[src/rtl/membus_pkg.sv]
// Shared types and widths for the wait-state bus sequencer.
// Assumes one clock per T-state; no sub-cycle placement is modelled.
package membus_pkg;
    localparam int WAIT_W = 3;
    localparam int CNT_W  = WAIT_W + 1;

    typedef enum logic [2:0] {
        SQ_IDLE = 3'd0,
        SQ_ADDR = 3'd1,
        SQ_TURN = 3'd2,
        SQ_STRB = 3'd3,
        SQ_REC  = 3'd4
    } seq_st_t;
endpackage

[src/rtl/membus_len_calc.sv]
// Strobe length calculator.
// Computes the strobe length in T-states from the two wait counts, the
// extra-T-state mode and the access direction. Pure combinational logic.
// Assumes the counts are unsigned; each "minus one" saturates at zero.
module membus_len_calc #(
    parameter int WAIT_W = 3,
    localparam int LEN_W = WAIT_W + 1
) (
    input  logic [WAIT_W-1:0] dw,
    input  logic [WAIT_W-1:0] iw,
    input  logic              xt,
    input  logic              is_wr,
    output logic [LEN_W-1:0]  len
);
    logic [WAIT_W-1:0] dw_m1;
    logic [WAIT_W-1:0] iw_m1;
    logic [WAIT_W-1:0] pick_d;
    logic [WAIT_W-1:0] base;

    // Saturating decrements and selection of the larger term.
    always_comb begin
        dw_m1  = (dw == '0) ? '0 : dw - 1'b1;
        iw_m1  = (iw == '0) ? '0 : iw - 1'b1;
        pick_d = (xt && !is_wr) ? dw_m1 : dw;
        base   = (pick_d > iw_m1) ? pick_d : iw_m1;
        len    = {1'b0, base} + 1'b1;
    end
endmodule

[src/rtl/membus_ctrl.sv]
// Access sequencer state machine.
// Walks IDLE -> ADDR -> (TURN) -> STRB -> REC -> IDLE. The configuration
// (strobe length, remote-wait count, turnaround need) is captured on
// acceptance. Assumes req stays high until done and falls right after.
module membus_ctrl
    import membus_pkg::*;
#(
    parameter int WAIT_W = 3,
    localparam int CW    = WAIT_W + 1
) (
    input  logic              clk,
    input  logic              rst_n,
    input  logic              req,
    input  logic              req_wr,
    input  logic              xt,
    input  logic              lock_n,
    input  logic              wait_n,
    input  logic [WAIT_W-1:0] rmt_wait,
    input  logic [CW-1:0]     len,
    output seq_st_t           st,
    output logic              op_wr,
    output logic              accept,
    output logic              strb_end
);
    logic [CW-1:0] cnt;
    logic [CW-1:0] slen_q;
    logic          turn_q;

    // Request acceptance and final-strobe-edge detection.
    always_comb begin
        accept   = (st == SQ_IDLE) && req && lock_n;
        strb_end = (st == SQ_STRB) && (cnt == '0) && wait_n;
    end

    // State register and T-state counter.
    always_ff @(posedge clk) begin
        if (!rst_n) begin
            st     <= SQ_IDLE;
            cnt    <= '0;
            slen_q <= '0;
            turn_q <= 1'b0;
            op_wr  <= 1'b0;
        end else begin
            case (st)
                SQ_IDLE: begin
                    if (accept) begin
                        st     <= SQ_ADDR;
                        cnt    <= {1'b0, rmt_wait};
                        slen_q <= len;
                        turn_q <= xt && !req_wr;
                        op_wr  <= req_wr;
                    end
                end
                SQ_ADDR: begin
                    if (cnt == '0) begin
                        st  <= turn_q ? SQ_TURN : SQ_STRB;
                        cnt <= slen_q - 1'b1;
                    end else begin
                        cnt <= cnt - 1'b1;
                    end
                end
                SQ_TURN: st <= SQ_STRB;
                SQ_STRB: begin
                    if (cnt != '0)  cnt <= cnt - 1'b1;
                    else if (wait_n) st <= SQ_REC;
                end
                SQ_REC:  st <= SQ_IDLE;
                default: st <= SQ_IDLE;
            endcase
        end
    end

    // a locked idle sequencer stays idle.
    assert_lock_blocks_R9: assert property (@(posedge clk) disable iff (!rst_n)
        (st == SQ_IDLE && !lock_n) |=> (st == SQ_IDLE));

    // wait low at the final strobe edge keeps the strobe phase.
    assert_wait_holds_R8: assert property (@(posedge clk) disable iff (!rst_n)
        (st == SQ_STRB && cnt == '0 && !wait_n) |=> (st == SQ_STRB));

    // recovery lasts a single T-state.
    assert_rec_single_R7: assert property (@(posedge clk) disable iff (!rst_n)
        (st == SQ_REC) |=> (st == SQ_IDLE));
endmodule

[src/rtl/membus_drv.sv]
// Bus pin driver.
// Holds the address and write data captured on acceptance, decodes the
// strobes, latch enable and output enable from the sequencer state, and
// captures read data on the final read-strobe edge.
module membus_drv
    import membus_pkg::*;
#(
    parameter int BUS_W = 16
) (
    input  logic             clk,
    input  logic             rst_n,
    input  seq_st_t          st,
    input  logic             op_wr,
    input  logic             accept,
    input  logic             strb_end,
    input  logic [BUS_W-1:0] req_addr,
    input  logic [BUS_W-1:0] req_wdata,
    input  logic [BUS_W-1:0] ad_in,
    output logic             ale,
    output logic             rd_n,
    output logic             wr_n,
    output logic             ad_oe,
    output logic [BUS_W-1:0] ad_out,
    output logic             done,
    output logic [BUS_W-1:0] rdata
);
    logic [BUS_W-1:0] addr_q;
    logic [BUS_W-1:0] wdata_q;

    // Capture address and write data when an access is accepted.
    always_ff @(posedge clk) begin
        if (!rst_n) begin
            addr_q  <= '0;
            wdata_q <= '0;
        end else if (accept) begin
            addr_q  <= req_addr;
            wdata_q <= req_wdata;
        end
    end

    // Sample the bus on the edge that ends a read strobe.
    always_ff @(posedge clk) begin
        if (!rst_n)                  rdata <= '0;
        else if (strb_end && !op_wr) rdata <= ad_in;
    end

    // Pin decode from the sequencer state.
    always_comb begin
        ale    = (st == SQ_ADDR);
        rd_n   = !((st == SQ_STRB) && !op_wr);
        wr_n   = !((st == SQ_STRB) && op_wr);
        ad_oe  = (st == SQ_ADDR) || ((st == SQ_STRB) && op_wr);
        ad_out = (st == SQ_ADDR) ? addr_q : wdata_q;
        done   = (st == SQ_REC);
    end

    // at most one strobe low at any time.
    assert_one_strobe_R10: assert property (@(posedge clk) disable iff (!rst_n)
        !rd_n |-> wr_n);

    // latch enable never overlaps a strobe.
    assert_ale_apart_R10: assert property (@(posedge clk) disable iff (!rst_n)
        ale |-> (rd_n && wr_n));

    // bus released during a read strobe.
    assert_rd_release_R5: assert property (@(posedge clk) disable iff (!rst_n)
        !rd_n |-> !ad_oe);

    // done is a single-T-state pulse.
    assert_done_pulse_R7: assert property (@(posedge clk) disable iff (!rst_n)
        done |=> !done);
endmodule

[src/rtl/membus_seq.sv]
// Top level of the wait-state memory bus sequencer.
// Ties the length calculator, the sequencer and the pin driver together.
// Assumes configuration inputs are static while a request is pending.
module membus_seq
    import membus_pkg::*;
#(
    parameter int BUS_W  = 16,
    parameter int WAIT_W = 3
) (
    input  logic              clk,
    input  logic              rst_n,
    input  logic [WAIT_W-1:0] cfg_dw,
    input  logic [WAIT_W-1:0] cfg_iw,
    input  logic              cfg_xt,
    input  logic [WAIT_W-1:0] rmt_wait,
    input  logic              req,
    input  logic              req_wr,
    input  logic [BUS_W-1:0]  req_addr,
    input  logic [BUS_W-1:0]  req_wdata,
    output logic              done,
    output logic [BUS_W-1:0]  rdata,
    input  logic              lock_n,
    input  logic              wait_n,
    output logic              ale,
    output logic              rd_n,
    output logic              wr_n,
    output logic [BUS_W-1:0]  ad_out,
    output logic              ad_oe,
    input  logic [BUS_W-1:0]  ad_in
);
    localparam int CW = WAIT_W + 1;

    logic [CW-1:0] len;
    seq_st_t       st;
    logic          op_wr;
    logic          accept;
    logic          strb_end;

    membus_len_calc #(.WAIT_W(WAIT_W)) u_len (
        .dw(cfg_dw), .iw(cfg_iw), .xt(cfg_xt), .is_wr(req_wr), .len(len)
    );

    membus_ctrl #(.WAIT_W(WAIT_W)) u_ctrl (
        .clk(clk), .rst_n(rst_n), .req(req), .req_wr(req_wr), .xt(cfg_xt),
        .lock_n(lock_n), .wait_n(wait_n), .rmt_wait(rmt_wait), .len(len),
        .st(st), .op_wr(op_wr), .accept(accept), .strb_end(strb_end)
    );

    membus_drv #(.BUS_W(BUS_W)) u_drv (
        .clk(clk), .rst_n(rst_n), .st(st), .op_wr(op_wr), .accept(accept),
        .strb_end(strb_end), .req_addr(req_addr), .req_wdata(req_wdata),
        .ad_in(ad_in), .ale(ale), .rd_n(rd_n), .wr_n(wr_n), .ad_oe(ad_oe),
        .ad_out(ad_out), .done(done), .rdata(rdata)
    );
endmodule

[config.mk]
export PLATFORM = sky130hd
export DESIGN_NAME = membus_seq
export DESIGN_NICKNAME = d
export VERILOG_FILES = /design/src/rtl/membus_pkg.sv /design/src/rtl/membus_len_calc.sv /design/src/rtl/membus_ctrl.sv /design/src/rtl/membus_drv.sv /design/src/rtl/membus_seq.sv
export SDC_FILE = /design/constraint.sdc
export NUM_CORES = 1
export LEC_CHECK = 0
export ABC_CLOCK_PERIOD_IN_PS = 3450
export BUFFER_PORTS_ARGS = -buffer_cell sky130_fd_sc_hd__clkbuf_2
export CORE_ASPECT_RATIO = 1.1
export CORE_MARGIN = 1
export CORE_UTILIZATION = 40
export CTS_BUF_LIST = sky130_fd_sc_hd__clkbuf_8
export DETAILED_ROUTE_END_ITERATION = 10
export PLACE_DENSITY = 0.73
export SYNTH_ARGS = -nofsm -noshare
export SYNTH_HDL_FRONTEND = slang
export SYNTH_SLANG_ARGS = --single-unit
[constraint.sdc]
create_clock -name clk -period 3.45 [get_ports clk]
set_input_delay 0.1725 -clock clk [delete_from_list [all_inputs] [get_ports clk]]
set_output_delay 0.1725 -clock clk [all_outputs]
set_load 0.03 [all_outputs]
# Yosys cells after proc, flatten, opt, wreduce, memory -nomap -nowiden
# Index checks and enable logic that the tools add are counted.
# W data, S select, Z words.
# totals
regBits	61
input_bits	64
wordCells	60
# classes
n_addsub	5
n_lt_le_gt_ge	1
n_eq_ne	9
muxes	15
n_reduce_logical	22
# ops
operator	count
$mux W3	8
$mux W16	1
$mux W4	3
$pmux W3 S4	1
$pmux W4 S3	1
$logic_not A3 Y1	3
$logic_and A1 B1 Y1	8
$ne A2 B2 Y1 const B	4
$sub A4 B1 Y4 const B	2
$eq A3 B2 Y1 const B	2
$sub A3 B1 Y3 const B	2
$add A3 B1 Y4 const B	1
$logic_not A1 Y1	4
$logic_not A4 Y1	1
$reduce_and A4 Y1	1
$reduce_bool A4 Y1	1
$eq A3 B1 Y1 const B	1
$eq A3 B3 Y1 const B	1
$gt A3 B3 Y1	1
$reduce_and A3 Y1	1
$reduce_bool A3 Y1	1
$ne A2 B1 Y1 const B	1
$reduce_and A2 Y1	1
$logic_or A1 B1 Y1	1
$mux W1	1

# Depth between registers and ports, before layout
# logic_depth
depth_word	6
mapped_depth	14
ltp_nobuf	14

# Cells and area by module
# A second synthesis with hierarchy kept.
# unflattened
hier_cells	329
hier_area_um2	3201.8
# by_module_without_submodules
module	n_inst	cells_per_inst	area_per_inst_um2	seq_area_each_um2
membus_drv	1	200	2107.0	960.9
membus_ctrl	1	83	773.2	260.2
membus_len_calc	1	46	321.6	0.0

# Least setup slack after synthesis
# OpenSTA, ideal clock, no wires.
# synth_path
kind	input -> register
from	input port cfg_dw[0]
to	register u_ctrl.slen_q[2]
arrival_ns	2.408
required_ns	3.376
setup_slack_ns	0.968
cell_stages	12
path_buffers	0
cell_sequence	or2_2 -> ha_1 -> mux2_4 -> ha_1 -> nand3_1 -> o21ai_0 -> or3_1 -> o21ai_0 -> ha_1 -> inv_1 -> a21o_2 -> a31oi_1
# synth_between
elab_chain_cells	6
elab_cells_between_ends	7
classes_between	add/sub (2); order compare (1); mux (3); reduce/logical (1)
# synth_lines
item	line_no	text
start, declared	membus_seq.sv:12	input logic [WAIT_W-1:0] cfg_dw,
$sub A3 B1 Y3 / $logic_not A3 Y1 (equally long branches)	membus_len_calc.sv:22	dw_m1 = (dw == '0) ? '0 : dw - 1'b1;
$mux W3	membus_len_calc.sv:22	
$mux W3 (*)	membus_len_calc.sv:24	pick_d = (xt && !is_wr) ? dw_m1 : dw;
$gt A3 B3 Y1	membus_len_calc.sv:25	base = (pick_d > iw_m1) ? pick_d : iw_m1;
$mux W3 (*)	membus_len_calc.sv:25	
$add A3 B1 Y4 (*)	membus_len_calc.sv:26	len = {1'b0, base} + 1'b1;
end signal, assigned	membus_ctrl.sv:49	slen_q <= len;
end, declared	membus_ctrl.sv:26	logic [CW-1:0] slen_q;
# Every way passes the cells marked *; elsewhere a longest branch is shown, timed or not.
# A chain may end at the register's enable or synchronous reset.

# Worst setup path in the final report
# layout_path
from	input port req_wr
to	register u_ctrl.slen_q[2]
# layout_between
elab_chain_cells	6
# layout_lines
item	line_no	text
start, declared	membus_seq.sv:17	input logic req_wr,
$logic_not A1 Y1 (*)	membus_len_calc.sv:24	
$logic_and A1 B1 Y1 (*)	membus_len_calc.sv:24	
$mux W3 (*)	membus_len_calc.sv:24	
$gt A3 B3 Y1	membus_len_calc.sv:25	
$mux W3 (*)	membus_len_calc.sv:25	
$add A3 B1 Y4 (*)	membus_len_calc.sv:26	
# Marks and branches as above.

==> impl_metrics.yaml <==
route:
  via_per_inst: 4.899
  drc: 0
  wl_met2_mm: 3.038
  drt-total-wl_mm: 6.359
  via_count: 2582
  top_layer_used: "met4"
  drtIter0Drc: 97
  wl_met3_um: 506
  drtAntennaViolNets: 0
  drt-met1-wl_mm: 2.738
  routedWlPerCell_um: 12.07
  dr.pass1.iters: 4
yosys:
  synth_fp_nets: 417
  synth_edf_count: 0
  syn_area_um2: 2877
  synthArstFlopShare_pct: 0
  ys.flop_type: "dfxtp_1"
  yosysUniqueCellTypes: 43
  syn_avg_cell_area_um2: 8.411
  synth_top_cell_by_area: "dfxtp_1"
  yosys.area.top_type_share_pct: 42.45
  ys_ff_latch: 61
  ys_seq_area_share_pct: 42.45
  yosys-top-cells-area: "dfxtp_1 (42%), nand2_1 (10%), mux2i_1 (7.3%), a21oi_1 (6.6%), mux2_2 (6.3%)"
  synthCells: 342
  yosysWarnings: 0
die:
  rows: 32
  coreArea_um2: 6967
  fp.dieArea_um2: 7535
  num_io_pins: 101
  die_x_um: 82.86
  initial_core_util_pct: 41.29
  die_y_um: 90.94
timing:
  period_minus_slack_ps: 2562
  setup_viol: 0
  timing.fmax_mhz: 390.3
  relSlewSlack_pct: 34.75
  rsz0062_at_grt: "false"
  fin_crit_sh_pct: 74.26
  finalSetupTns_ps: 0
  maxSlewViolCount: 0
  worst-slew-pin-transition_ps: 972.7
  finalClockSkew_ps: 6.532
  hold_viol: 0
  setup_slack_ps: 888.0
pwr:
  power.density_nw_per_um2: 497.1
  leakagePower_uw: 0.001733
  ir_drop_uv: 325.5
  comb_power_share_pct: 23.8
  swShare_pct: 30.24
  internal_power_uw: 1254
  p_sw_uw: 543.5
  clkPwrFrac_pct: 32.7
  seq_power_share_pct: 43.5
placed_design:
  port_buffers: 100
  post-place-ws_ps: 568.5
  place_inst: 513
  hpwl_mm: 4.559
  placed_area_um2: 3432
  gp_congestion: 0.7575
cts:
  numCtsBuffers: 9
  insertion_delay_ps: 330
  ctsResizeCount: 0
  holdBufCountCts: 0
  cts_tree: "built"
  cts_setup_buffers: 0
  numClockSinks: 61
  path_clk_slew_ps: 60
  clockBufferDepth: 2
  root_buffer: "clkbuf_8"
  htree_levels: 3
min_path:
  hold_class: "primary input to flop"
  holdPathEnd: "u_drv.addr_q[0]"
  worstHoldPathCells: 3
  hold_start: "req_addr[0]"
global_routing:
  antenna_found_initial: 0
  overflow: 0
  grt_pass1_vias: 2503
  grt_start_max_net_pins: 40
  grt_util_all_layers_pct: 17.54
  grt_first_pass_wirelength_mm: 10.82
critical_path:
  path_buf_inv: 2
  r2r_cells: 6
  required_ps: 3710
  crit_path_end_kind: "flop"
  reg2reg_slack_ps: 1380
  crit_family: "compound AO/OA/AOI/OAI gates"
  regToRegEndpoint: "u_drv.rdata[6]"
  crit_type: "primary input to flop"
  crit_chain: "clkbuf_2 > or3b_1 > o21ai_0 > ha_1 > a211oi_1 > nor2_1 > o21ai_0 > ha_1 > inv_1 > a21o_2 > a31oi_1"
  max_stage_delay_ps: 530
  critPathArrivalTime_ps: 2820
  cp-start-kind: "primary input"
  crit_path_max_fanout: 6
  slowest_stage: "a211oi_1"
  reg2reg_from: "u_ctrl.cnt[0]"
run:
  drv_cap: 0
final_layout:
  drive_gt1_share_pct: 32.81
  nets: 514
  antenna_cells: 0
  regArea_um2: 1221
  multi_input_area_um2: 1525
  instances_no_fill: 527
  areaGrowthSynthToFinish_pct: 25.71
  finalCoreUtilization_pct: 51.90
  final_area_um2: 3616
  num-fill-cells: 686
status:
  status: "complete, no violations"
## through the flow
step	total power, uW	hold slack (ps)
6_report	1797	58.15
5_1_grt	1906	47.76
4_1_cts	1821	45.77
3_5_place_dp	1227	400.9
3_3_place_gp	1212	395.8
2_1_floorplan	1110	308.5
## worst reg2reg max path: cells and delay by family, from the launching register on
| family | cells | cell delay (ps) |
|---|---|---|
| buf+inv | 1 | 100 |
| mux | 1 | 320 |
| fa+ha+maj | 1 | 170 |
| simple gates | 3 | 1020 |
| flops | 1 | 320 |
## power by group through the flow
stage | combinational, uW | sequential, uW | clock (uW)
final | 428 | 783 | 587
after CTS | 430 | 783 | 609
after floorplan | 321 | 789 | 0
after global routing | 476 | 789 | 641
after detailed placement | 428 | 798 | 0
after global placement | 416 | 796 | 0
## cells in the final DEF, fill, tap and decap left out, types with 2 or more instances in the layout
cell type and count:
o21ai_0 10, and2_1 2, nand3_1 4, mux2i_1 21
a21oi_1 38, o211ai_1 4, a211oi_1 2, inv_1 14
ha_1 11, nor2_1 24, mux2_2 16, buf_4 3
or2_2 3, xnor2_1 3, dfxtp_1 61, nand2_1 80
nand2b_1 3, nor3_1 4, a31oi_1 3, clkbuf_8 13
clkbuf_2 100, nor3b_1 2
## synth_stat cells (2+ instances only)
cell type / instances
buf_2: 4
a211oi_1: 2
ha_1: 11
clkbuf_1: 11
nand3_1: 4
dfxtp_1: 61
a31oi_1: 3
mux2_2: 16
o211ai_1: 4
nor3_1: 4
mux2i_1: 21
a21oi_1: 38
and2_1: 2
nand2_1: 80
nor2_1: 24
o21ai_0: 10
nor3b_1: 2
inv_1: 14
nand2b_1: 3
xnor2_1: 3
or2_2: 3
## sequential cells by signal, indices dropped and copies added (netlist names)
register       cells
u_ctrl.cnt         4
u_ctrl.slen_q      4
u_ctrl.turn_q      1
u_ctrl.op_wr       1
u_ctrl.st          3
u_drv.rdata       16
u_drv.addr_q      16
u_drv.wdata_q     16
## logic make-up (layout without fill, tap and decap cells)
kind of cell,Yosys count,count (layout),share of synthesized area (%)
compound gates,62,62,12.05
fa+ha+maj,11,11,4.785
mux,38,38,14.09
xor+xnor,4,4,1.218
buf+inv,32,132,4.741
flops,61,61,42.45
simple gates,134,134,20.66
## area by class of cell
cell class              count  area share [%]
clock buffers              13           4.948
clock inverters             1          0.1384
inverters                  15           1.557
multi-input cells         249           42.18
flip-flops and latches     61           33.77
well taps                  85           2.941
repair buffers            103           14.46
## metal layers
metal	vias up	track usage (%)
met5	-	0
met4	0	6.034
met3	7	6.636
met2	81	30.12
met1	1152	19.85
li1	1342	-
## worst max-delay path by stage
stage / start / endpoint / slack (ps) / depth (start not counted)
after global routing: req_wr / u_ctrl.slen_q[2] / 640 / 11
final: req_wr / u_ctrl.slen_q[2] / 890 / 11
after floorplan: cfg_dw[0] / u_ctrl.slen_q[2] / 970 / 12
after global placement: cfg_dw[0] / u_ctrl.slen_q[2] / 790 / 13
after detailed placement: req_wr / u_ctrl.slen_q[2] / 570 / 11
after CTS: u_ctrl.st[2] / ad_out[14] / 890 / 4
(Power assumes the default switching activity.)
